--- config.mk ---
export PLATFORM = sky130hd
export DESIGN_NAME = cfg_stream_rx
export DESIGN_NICKNAME = d
export VERILOG_FILES = /design/src/rtl/cfg_stream_rx_pkg.sv /design/src/rtl/cfg_stream_rx_sync.sv /design/src/rtl/cfg_stream_rx_len.sv /design/src/rtl/cfg_stream_rx_fsm.sv /design/src/rtl/cfg_stream_rx.sv
export SDC_FILE = /design/constraint.sdc
export NUM_CORES = 1
export LEC_CHECK = 0
export BUFFER_PORTS_ARGS = -buffer_cell sky130_fd_sc_hd__buf_2
export CAP_MARGIN = 30
export CORE_AREA = 10 10 125 127
export DETAILED_ROUTE_END_ITERATION = 16
export DIE_AREA = 0 0 135 137
export PLACE_DENSITY = 0.66
export SYNTH_ARGS = -nofsm -noshare
export SYNTH_HDL_FRONTEND = slang
export SYNTH_SLANG_ARGS = --single-unit
--- constraint.sdc ---
create_clock -name clk -period 2.94 [get_ports clk]
set_clock_uncertainty 0.1 [all_clocks]
set_input_delay 0.147 -clock clk [delete_from_list [all_inputs] [get_ports clk]]
set_output_delay 0.147 -clock clk [all_outputs]
set_load 0.005 [all_outputs]
--- src/rtl/cfg_stream_rx_pkg.sv ---
package cfg_stream_rx_pkg;
    localparam int          LEN_W     = 24;
    localparam int          FIELD_W   = 4;
    localparam logic [3:0]  PREAMBLE  = 4'b0010;
    localparam logic [3:0]  LEN_TRAIL = 4'b1111;

    typedef enum logic [2:0] {
        ST_HUNT,
        ST_LEN,
        ST_TRAIL,
        ST_START,
        ST_DATA,
        ST_CHK,
        ST_PASS,
        ST_ERR
    } rx_state_e;
endpackage

--- src/rtl/cfg_stream_rx_sync.sv ---
// Preamble hunter: a 4-bit window that is refilled with ones while disarmed.
module cfg_stream_rx_sync #(
    parameter logic [3:0] PATTERN = 4'b0010
) (
    input  logic clk,
    input  logic rst,
    input  logic arm,
    input  logic bit_vld,
    input  logic din,
    output logic hit
);
    logic [3:0] win_d, win_q;

    always_comb begin
        win_d = win_q;
        hit   = 1'b0;
        if (!arm) begin
            win_d = 4'hF;
        end else if (bit_vld) begin
            win_d = {win_q[2:0], din};
            hit   = (win_d == PATTERN);
        end
    end

    always_ff @(posedge clk) begin
        if (rst) win_q <= 4'hF;
        else     win_q <= win_d;
    end
endmodule

--- src/rtl/cfg_stream_rx_len.sv ---
// Running bit counter compared against the received length count.
module cfg_stream_rx_len #(
    parameter int LEN_W = 24
) (
    input  logic             clk,
    input  logic             rst,
    input  logic             load,
    input  logic [LEN_W-1:0] len_val,
    input  logic             count_en,
    output logic             done
);
    typedef struct packed {
        logic [LEN_W-1:0] len;
        logic [LEN_W-1:0] run;
        logic             done;
    } len_st_t;

    len_st_t st_d, st_q;

    always_comb begin
        st_d = st_q;
        if (load) begin
            st_d.len  = len_val;
            st_d.run  = '0;
            st_d.done = 1'b0;
        end else if (count_en && !st_q.done) begin
            st_d.run = st_q.run + 1'b1;
            if (st_d.run == st_q.len) st_d.done = 1'b1;
        end
    end

    always_ff @(posedge clk) begin
        if (rst) st_q <= '0;
        else     st_q <= st_d;
    end

    assign done = st_q.done;
endmodule

--- src/rtl/cfg_stream_rx_fsm.sv ---
// Header, trailer and frame parser.
module cfg_stream_rx_fsm
    import cfg_stream_rx_pkg::*;
#(
    parameter int         FRAMES     = 3,
    parameter int         FRAME_BITS = 8,
    parameter logic [3:0] CHECK_PAT  = 4'b0110
) (
    input  logic                  clk,
    input  logic                  rst,
    input  logic                  bit_vld,
    input  logic                  din,
    input  logic                  pre_hit,
    output logic                  hunt,
    output logic                  len_load,
    output logic [LEN_W-1:0]      len_val,
    output logic                  count_en,
    output logic                  frame_vld,
    output logic [FRAME_BITS-1:0] frame_data,
    output logic                  err_n,
    output logic                  pass
);
    localparam int MAX_RUN = (LEN_W > FRAME_BITS) ? LEN_W : FRAME_BITS;
    localparam int CNT_W   = $clog2(MAX_RUN + 1);
    localparam int FR_W    = $clog2(FRAMES + 1);

    typedef struct packed {
        rx_state_e             state;
        logic [CNT_W-1:0]      cnt;
        logic [FR_W-1:0]       fr_cnt;
        logic [LEN_W-1:0]      len_sr;
        logic [FRAME_BITS-1:0] dat_sr;
        logic [FIELD_W-1:0]    chk_sr;
        logic                  vld;
        logic [FRAME_BITS-1:0] data;
    } fsm_st_t;

    fsm_st_t st_d, st_q;

    always_comb begin
        st_d     = st_q;
        st_d.vld = 1'b0;
        len_load = 1'b0;
        case (st_q.state)
            ST_HUNT: begin
                if (pre_hit) begin
                    st_d.state = ST_LEN;
                    st_d.cnt   = '0;
                end
            end
            ST_LEN: begin
                if (bit_vld) begin
                    st_d.len_sr = {st_q.len_sr[LEN_W-2:0], din};
                    if (st_q.cnt == CNT_W'(LEN_W - 1)) begin
                        st_d.state = ST_TRAIL;
                        st_d.cnt   = '0;
                        len_load   = 1'b1;
                    end else begin
                        st_d.cnt = st_q.cnt + 1'b1;
                    end
                end
            end
            ST_TRAIL: begin
                if (bit_vld) begin
                    st_d.chk_sr = {st_q.chk_sr[FIELD_W-2:0], din};
                    if (st_q.cnt == CNT_W'(FIELD_W - 1)) begin
                        st_d.cnt    = '0;
                        st_d.fr_cnt = '0;
                        st_d.state  = (st_d.chk_sr == LEN_TRAIL) ? ST_START : ST_ERR;
                    end else begin
                        st_d.cnt = st_q.cnt + 1'b1;
                    end
                end
            end
            ST_START: begin
                if (bit_vld) begin
                    st_d.cnt   = '0;
                    st_d.state = din ? ST_ERR : ST_DATA;
                end
            end
            ST_DATA: begin
                if (bit_vld) begin
                    st_d.dat_sr = {st_q.dat_sr[FRAME_BITS-2:0], din};
                    if (st_q.cnt == CNT_W'(FRAME_BITS - 1)) begin
                        st_d.state = ST_CHK;
                        st_d.cnt   = '0;
                    end else begin
                        st_d.cnt = st_q.cnt + 1'b1;
                    end
                end
            end
            ST_CHK: begin
                if (bit_vld) begin
                    st_d.chk_sr = {st_q.chk_sr[FIELD_W-2:0], din};
                    if (st_q.cnt == CNT_W'(FIELD_W - 1)) begin
                        st_d.cnt = '0;
                        if (st_d.chk_sr == CHECK_PAT) begin
                            st_d.vld    = 1'b1;
                            st_d.data   = st_q.dat_sr;
                            st_d.fr_cnt = st_q.fr_cnt + 1'b1;
                            st_d.state  = (st_q.fr_cnt == FR_W'(FRAMES - 1)) ? ST_PASS : ST_START;
                        end else begin
                            st_d.state = ST_ERR;
                        end
                    end else begin
                        st_d.cnt = st_q.cnt + 1'b1;
                    end
                end
            end
            ST_PASS: st_d.state = ST_PASS;
            ST_ERR:  st_d.state = ST_ERR;
            default: st_d.state = ST_ERR;
        endcase
        len_val = st_d.len_sr;
    end

    always_ff @(posedge clk) begin
        if (rst) begin
            st_q       <= '0;
            st_q.state <= ST_HUNT;
        end else begin
            st_q <= st_d;
        end
    end

    assign hunt       = (st_q.state == ST_HUNT);
    assign pass       = (st_q.state == ST_PASS);
    assign err_n      = (st_q.state != ST_ERR);
    assign frame_vld  = st_q.vld;
    assign frame_data = st_q.data;
    assign count_en   = bit_vld && (st_q.state inside {ST_TRAIL, ST_START, ST_DATA, ST_CHK, ST_PASS});
endmodule

--- src/rtl/cfg_stream_rx.sv ---
module cfg_stream_rx
    import cfg_stream_rx_pkg::*;
#(
    parameter int         FRAMES     = 3,
    parameter int         FRAME_BITS = 8,
    parameter logic [3:0] CHECK_PAT  = 4'b0110
) (
    input  logic                  clk,
    input  logic                  rst,
    input  logic                  bit_vld,
    input  logic                  din,
    output logic                  frame_vld,
    output logic [FRAME_BITS-1:0] frame_data,
    output logic                  err_n,
    output logic                  done,
    output logic                  dout
);
    logic             pre_hit;
    logic             hunt;
    logic             len_load;
    logic [LEN_W-1:0] len_val;
    logic             count_en;
    logic             pass;

    cfg_stream_rx_sync #(.PATTERN(PREAMBLE)) u_sync (
        .clk     (clk),
        .rst     (rst),
        .arm     (hunt),
        .bit_vld (bit_vld),
        .din     (din),
        .hit     (pre_hit)
    );

    cfg_stream_rx_fsm #(
        .FRAMES     (FRAMES),
        .FRAME_BITS (FRAME_BITS),
        .CHECK_PAT  (CHECK_PAT)
    ) u_fsm (
        .clk        (clk),
        .rst        (rst),
        .bit_vld    (bit_vld),
        .din        (din),
        .pre_hit    (pre_hit),
        .hunt       (hunt),
        .len_load   (len_load),
        .len_val    (len_val),
        .count_en   (count_en),
        .frame_vld  (frame_vld),
        .frame_data (frame_data),
        .err_n      (err_n),
        .pass       (pass)
    );

    cfg_stream_rx_len #(.LEN_W(LEN_W)) u_len (
        .clk      (clk),
        .rst      (rst),
        .load     (len_load),
        .len_val  (len_val),
        .count_en (count_en),
        .done     (done)
    );

    assign dout = pass ? din : 1'b1;
endmodule

==> results of run 1 <==
## worst paths after layout
check                                       to
worst max-delay path                u_len.done
worst min-delay path            u_fsm.st_q[13]
worst max register to register      u_len.done
worst min register to register  u_fsm.st_q[36]
## Yosys cell counts (2+ instances only)
library cell,instances,area share (%)
mux2i_1,22,4.2
nand3_1,22,2.1
xnor2_1,27,4.6
nor2b_1,3,0.36
nand4_1,13,1.6
nor4b_1,3,0.51
o31ai_1,3,0.43
or2_2,3,0.36
inv_1,7,0.51
dfxtp_1,105,41
a21o_1,2,0.29
a2111o_1,3,0.65
nor3_1,15,1.4
or4_1,4,0.58
nand4bb_1,2,0.43
buf_2,7,0.68
and4_1,3,0.51
buf_1,2,0.14
nand2b_1,3,0.36
or3_1,10,1.2
nor4_1,7,0.84
o21ai_0,28,2.7
and3_1,5,0.60
nand4b_1,3,0.51
o31a_1,2,0.34
o2111ai_1,3,0.51
a41oi_1,2,0.34
a21oi_1,71,6.8
nor2_1,64,4.6
nor3b_1,2,0.29
a31oi_1,3,0.36
ha_1,3,0.72
and2_1,3,0.36
buf_4,9,1.3
clkbuf_1,34,2.5
xor2_1,18,3.0
o41ai_1,2,0.34
nand2_1,115,8.3
## worst max-delay path, stage by stage (launching register included)
cell	delay, ns
dfxtp_1	0.54
and3_4	0.29
nand4_1	0.16
or4_1	0.55
a2111o_1	0.43
nor4_2	0.15
o2111ai_1	0.16
o31ai_2	0.19
## kinds of logic after synthesis
logic type / after synthesis / synth area share, %
multiplexers: 22 / 4.24
adder cells (fa/ha/maj): 3 / 0.723
AND/OR/NAND/NOR: 286 / 26.1
buffers and inverters: 61 / 5.40
XOR/XNOR: 45 / 7.60
AO/OA/AOI/OAI: 134 / 15.5
flip-flops: 105 / 40.5
## sequential cells by signal, indices dropped and copies added, names as in the netlist
name and count:
u_fsm.frame_vld 1, u_sync.win_q 3, u_fsm.frame_data 8, u_fsm.st_q 44
u_len.done 1, u_len.st_q 48
## per-stage QoR
stage / util, % / power, uW / instance area [sq um] / hold WS, ns
global placement: 40.9 / 1520 / 5350 / 0.346
CTS: 43.2 / 2720 / 5650 / 0.0342
detailed placement: 40.9 / 1520 / 5350 / 0.356
global route: 43.2 / 2780 / 5650 / 0.0494
floorplan: - / 1500 / 5190 / 0.331
finish: 43.2 / 2690 / 5650 / 0.0486
## area by class of cell
type / instances / area, sq um / share of cell area (%)
multi-input cells: 490 / 2820 / 49.8
clock buffers: 9 / 225 / 3.98
inverters: 7 / 26.3 / 0.465
well taps: 176 / 220 / 3.89
repair buffers: 29 / 180 / 3.19
clock inverters: 7 / 82.6 / 1.46
flip-flops and latches: 105 / 2100 / 37.2
## layer usage
layer | GRT usage [%] | vias to the layer above | wire length (um) | part of all wire [%]
met3 | 3.63 | 16 | 552 | 4.9
met1 | 15.3 | 2060 | 5230 | 46
met5 | 0 | - | 0 | 0
met4 | 3.29 | 0 | 166 | 1.5
met2 | 20.4 | 91 | 5390 | 48
li1 | - | 2258 | - | -
## power groups by stage
stage / Combinational (uW) / Sequential, uW / Clock (uW)
after floorplan: 45.6 / 1460 / 0
after global placement: 56.6 / 1460 / 0
after detailed placement: 57.9 / 1460 / 0
after CTS: 57.9 / 1430 / 1240
after global routing: 63.9 / 1430 / 1290
final: 57.9 / 1430 / 1210
==> results.ini, run 1 <==
[synthesis]
synthFlopType=dfxtp_1
postSynthAreaPerCell_sq_um=7.91
seq_area_frac_synth_pct=40.5
async_flop_share_pct=0
syn-num-nets=663
syn_inst=656
synth-edff-count=0
ys_types=61
synth_area_sq_um=5190
synth-seq-cells=105
yosys_warnings=0

[sta]
slew_headroom_pct=48.2
setup_viol=0
finalWorstSetupSlack_ns=0.292
hold_viol_final=0
drv_slew=0
tightest_slew_ns=0.776
setup_tns_ns=0
finalCritPeriodShare_pct=90.1
fmax_mhz=378
finalCriticalPeriod_ns=2.65
rsz0062_at_grt=false

[drt]
first_pass_iters=5
dr.first_iter.drc_count=323
via_count=4425
wl_per_cell_um=13.8
via_per_inst=5.38
drc=0
wl_um=11300
ant_nets=0

[final_layout]
layout-drive-gt1-share_pct=8.96
diodes=0
layout_common_cells=nand2_1, dfxtp_1, a21oi_1
num-fill-cells=1288
areaGrowthSynthToFinish_pct=8.97
fin_nets=649
layoutNonFillerInstCount=823
final_common_cell=nand2_1

[placed_design]
dp.cells=807
io_buffers=15
gp_congestion=0.881
post-place-ws_ns=0.293
dp_hpwl_um=7830

[min_path]
min_from=din
hold_class=primary input to register
hold-path-cell-count=3

[floorplan]
core_area_sq_um=13100
die_y_um=137
die-area_sq_um=18500
start_util_pct=39.7
die_x_um=135
io_pins=16
num_rows=42

[worst_setup_path]
reg2reg_slack_ns=0.29
rr_worst_depth=7
crit_start=u_len.st_q[10]
arrival_ns=2.81
cp-start-kind=register
path_max_fanout=12
cp.required_ns=3.11
rr_startpoint=u_len.st_q[10]
path_class=register to register
end_kind=register

[global_route]
grt_max_degree=79
grt_pass1_wl_um=19200
grt-ovfl-total=0
grt_pass1_vias=4110
grt_usage_pct=12.3
antenna_found_initial=0

[power]
power_switching_uw=646
p_sw_share_pct=24.0
combPwrFrac_pct=2.1
peakVddDrop_mv=0.376
p_int_uw=2050
sequentialPowerShare_pct=53.0
cellLeakagePower_uw=0.00180
clkPwrFrac_pct=44.9
powerDensity_nw_per_um2=476

[clock_tree]
clock_latency_ns=0.35
postCtsHoldBufs=0
cts_resized=0
clk_pin_slew_ns=0.08
clock-sinks=105
tritoncts=yes
clock-root-buffer=clkbuf_16
post-cts-setup-buffer-count=0
htreeDepth=3
cts.path.max_buffers=2
cts_buffers=9

[outcome]
status=completed

[flow_run]
drv_cap=0

Power figures use the tool's default switching activity.
==> run 2, diff against run 1 <==
--- a/config.mk
+++ b/config.mk
@@ -5,12 +5,13 @@
 export SDC_FILE = /design/constraint.sdc
 export NUM_CORES = 1
 export LEC_CHECK = 0
-export BUFFER_PORTS_ARGS = -buffer_cell sky130_fd_sc_hd__buf_2
 export CAP_MARGIN = 30
 export CORE_AREA = 10 10 125 127
 export DETAILED_ROUTE_END_ITERATION = 16
 export DIE_AREA = 0 0 135 137
-export PLACE_DENSITY = 0.66
+export DONT_BUFFER_PORTS = 1
+export PLACE_DENSITY = 0.65
+export SKIP_CTS_REPAIR_TIMING = 1
 export SYNTH_ARGS = -nofsm -noshare
 export SYNTH_HDL_FRONTEND = slang
 export SYNTH_SLANG_ARGS = --single-unit
==> run 2 against run 1 <==
Compared with the run above: the run now ends with negative hold slack left; sequential power barely moved; critical path depth did not move; global-route usage barely moved; first-iteration DRC count rose by 20%; non-clock buffer count fell by 12; clock-buffer cell count did not move; hold slack got worse by 0.055 ns; highest routed layer unchanged.
==> results.ini, run 2 (synthesis results as in run 1) <==
[sta]
rsz0062_at_grt=false
setup_tns_ns=0
setup_viol=0
slew_headroom_pct=65.1
finalCriticalPeriod_ns=2.71
fmax_mhz=370
hold_viol_final=1
drv_slew=0
finalCritPeriodShare_pct=92.0
tightest_slew_ns=0.516
holdWs_ns=-0.00690

[final_layout]
layout_common_cells=nand2_1, dfxtp_1, a21oi_1
final_common_cell=nand2_1
fin_nets=637
largest-register=u_len.st_q
areaGrowthSynthToFinish_pct=8.71
num-fill-cells=1308
diodes=0
multiInputGateArea_sq_um=2820
layout-drive-gt1-share_pct=6.77
seqCellArea_sq_um=2100
largest_reg_flops=48

[floorplan]
core_area_sq_um=13100
die_x_um=135
io_pins=16
start_util_pct=39.7
num_rows=42
die_y_um=137
die-area_sq_um=18500

[drt]
dr.first_iter.drc_count=388
ant_nets=0
via_per_inst=5.44
wl_per_cell_um=14.1
via_count=4412
first_pass_iters=6
wl_um=11500
drc=0

[worst_setup_path]
rr_worst_depth=7
cp_top_family=simple AND/OR/NAND/NOR gates
cp_num_buf_inv=0
rr_startpoint=u_len.st_q[4]
path_max_fanout=8
arrival_ns=2.87
cp.required_ns=3.11
cp-start-kind=register
path_cells=and4_1 > nand2_2 > or4_1 > a2111o_1 > nor4_2 > o2111ai_1 > o31ai_2
crit_start=u_len.st_q[4]
path_class=register to register
cpMaxStageDelayCell=or4_1
end_kind=register
crit_cells=7
slowest_delay_ns=0.56

[min_path]
hold-path-cell-count=3
hold_class=primary input to register
min_from=din

[global_route]
antenna_found_initial=0
grt_max_degree=80
grt-ovfl-total=0
grt_pass1_vias=4067
grt_pass1_wl_um=19300
grt_usage_pct=12.3

[placed_design]
dp_hpwl_um=7870
io_buffers=0
gp_congestion=0.887

[clock_tree]
clock_latency_ns=0.34
htreeDepth=3
cts_buffers=9
clock-sinks=105
clk_pin_slew_ns=0.08
tritoncts=yes
clock-root-buffer=clkbuf_16
cts.path.max_buffers=2

[outcome]
status=finished with violations
violations=negative hold slack

[flow_run]
drv_cap=0

[power]
cellLeakagePower_uw=0.00175
peakVddDrop_mv=0.283
powerDensity_nw_per_um2=483

[run 2: per-stage QoR]
step / instances / util, % / power [uW] / cell area, sq um / setup slack, ns
floorplan: 656 / - / 1500 / 5190 / 0.545
finish: 811 / 43.1 / 2720 / 5640 / 0.235
global route: 811 / 43.1 / 2820 / 5640 / 0.111
detailed placement: 791 / 40.2 / 1490 / 5260 / 0.286
CTS: 807 / 42.7 / 2730 / 5580 / 0.280
global placement: 791 / 40.2 / 1490 / 5260 / 0.358
[run 2: area by class of cell]
type | count | share of cell area [%]
clock buffer | 9 | 3.99
clock inverter | 7 | 1.66
sequential | 105 | 37.3
timing repair buffer | 17 | 2.75
tap | 176 | 3.90
multi-input combinational | 490 | 50.0
inverter | 7 | 0.466
[run 2: final timing paths]
path                            slack [ns]              end
worst min register to register        0.36   u_fsm.st_q[43]
worst max register to register        0.23       u_len.done
worst min-delay path                -0.007  u_fsm.frame_vld
worst max-delay path                  0.23       u_len.done
[run 2: worst min-delay path: cells and delay by family]
kind | cells | cell delay (ns)
AND/OR/NAND/NOR | 3 | 0.24
[run 2: where the power goes]
part           total, uW  internal, uW  switching, uW
sequential          1430          1420           3.04
clock               1240           619            619
combinational       59.5          18.7           40.8
[run 2: layer usage]
metal / vias to the layer above / share of wire, % / track usage (%) / wire length, um
li1: 2230 / - / - / -
met1: 2060 / 45 / 15.2 / 5130
met2: 102 / 48 / 20.5 / 5510
met3: 20 / 5.6 / 3.34 / 646
met4: 0 / 1.5 / 3.71 / 167
met5: - / 0 / 0 / 0
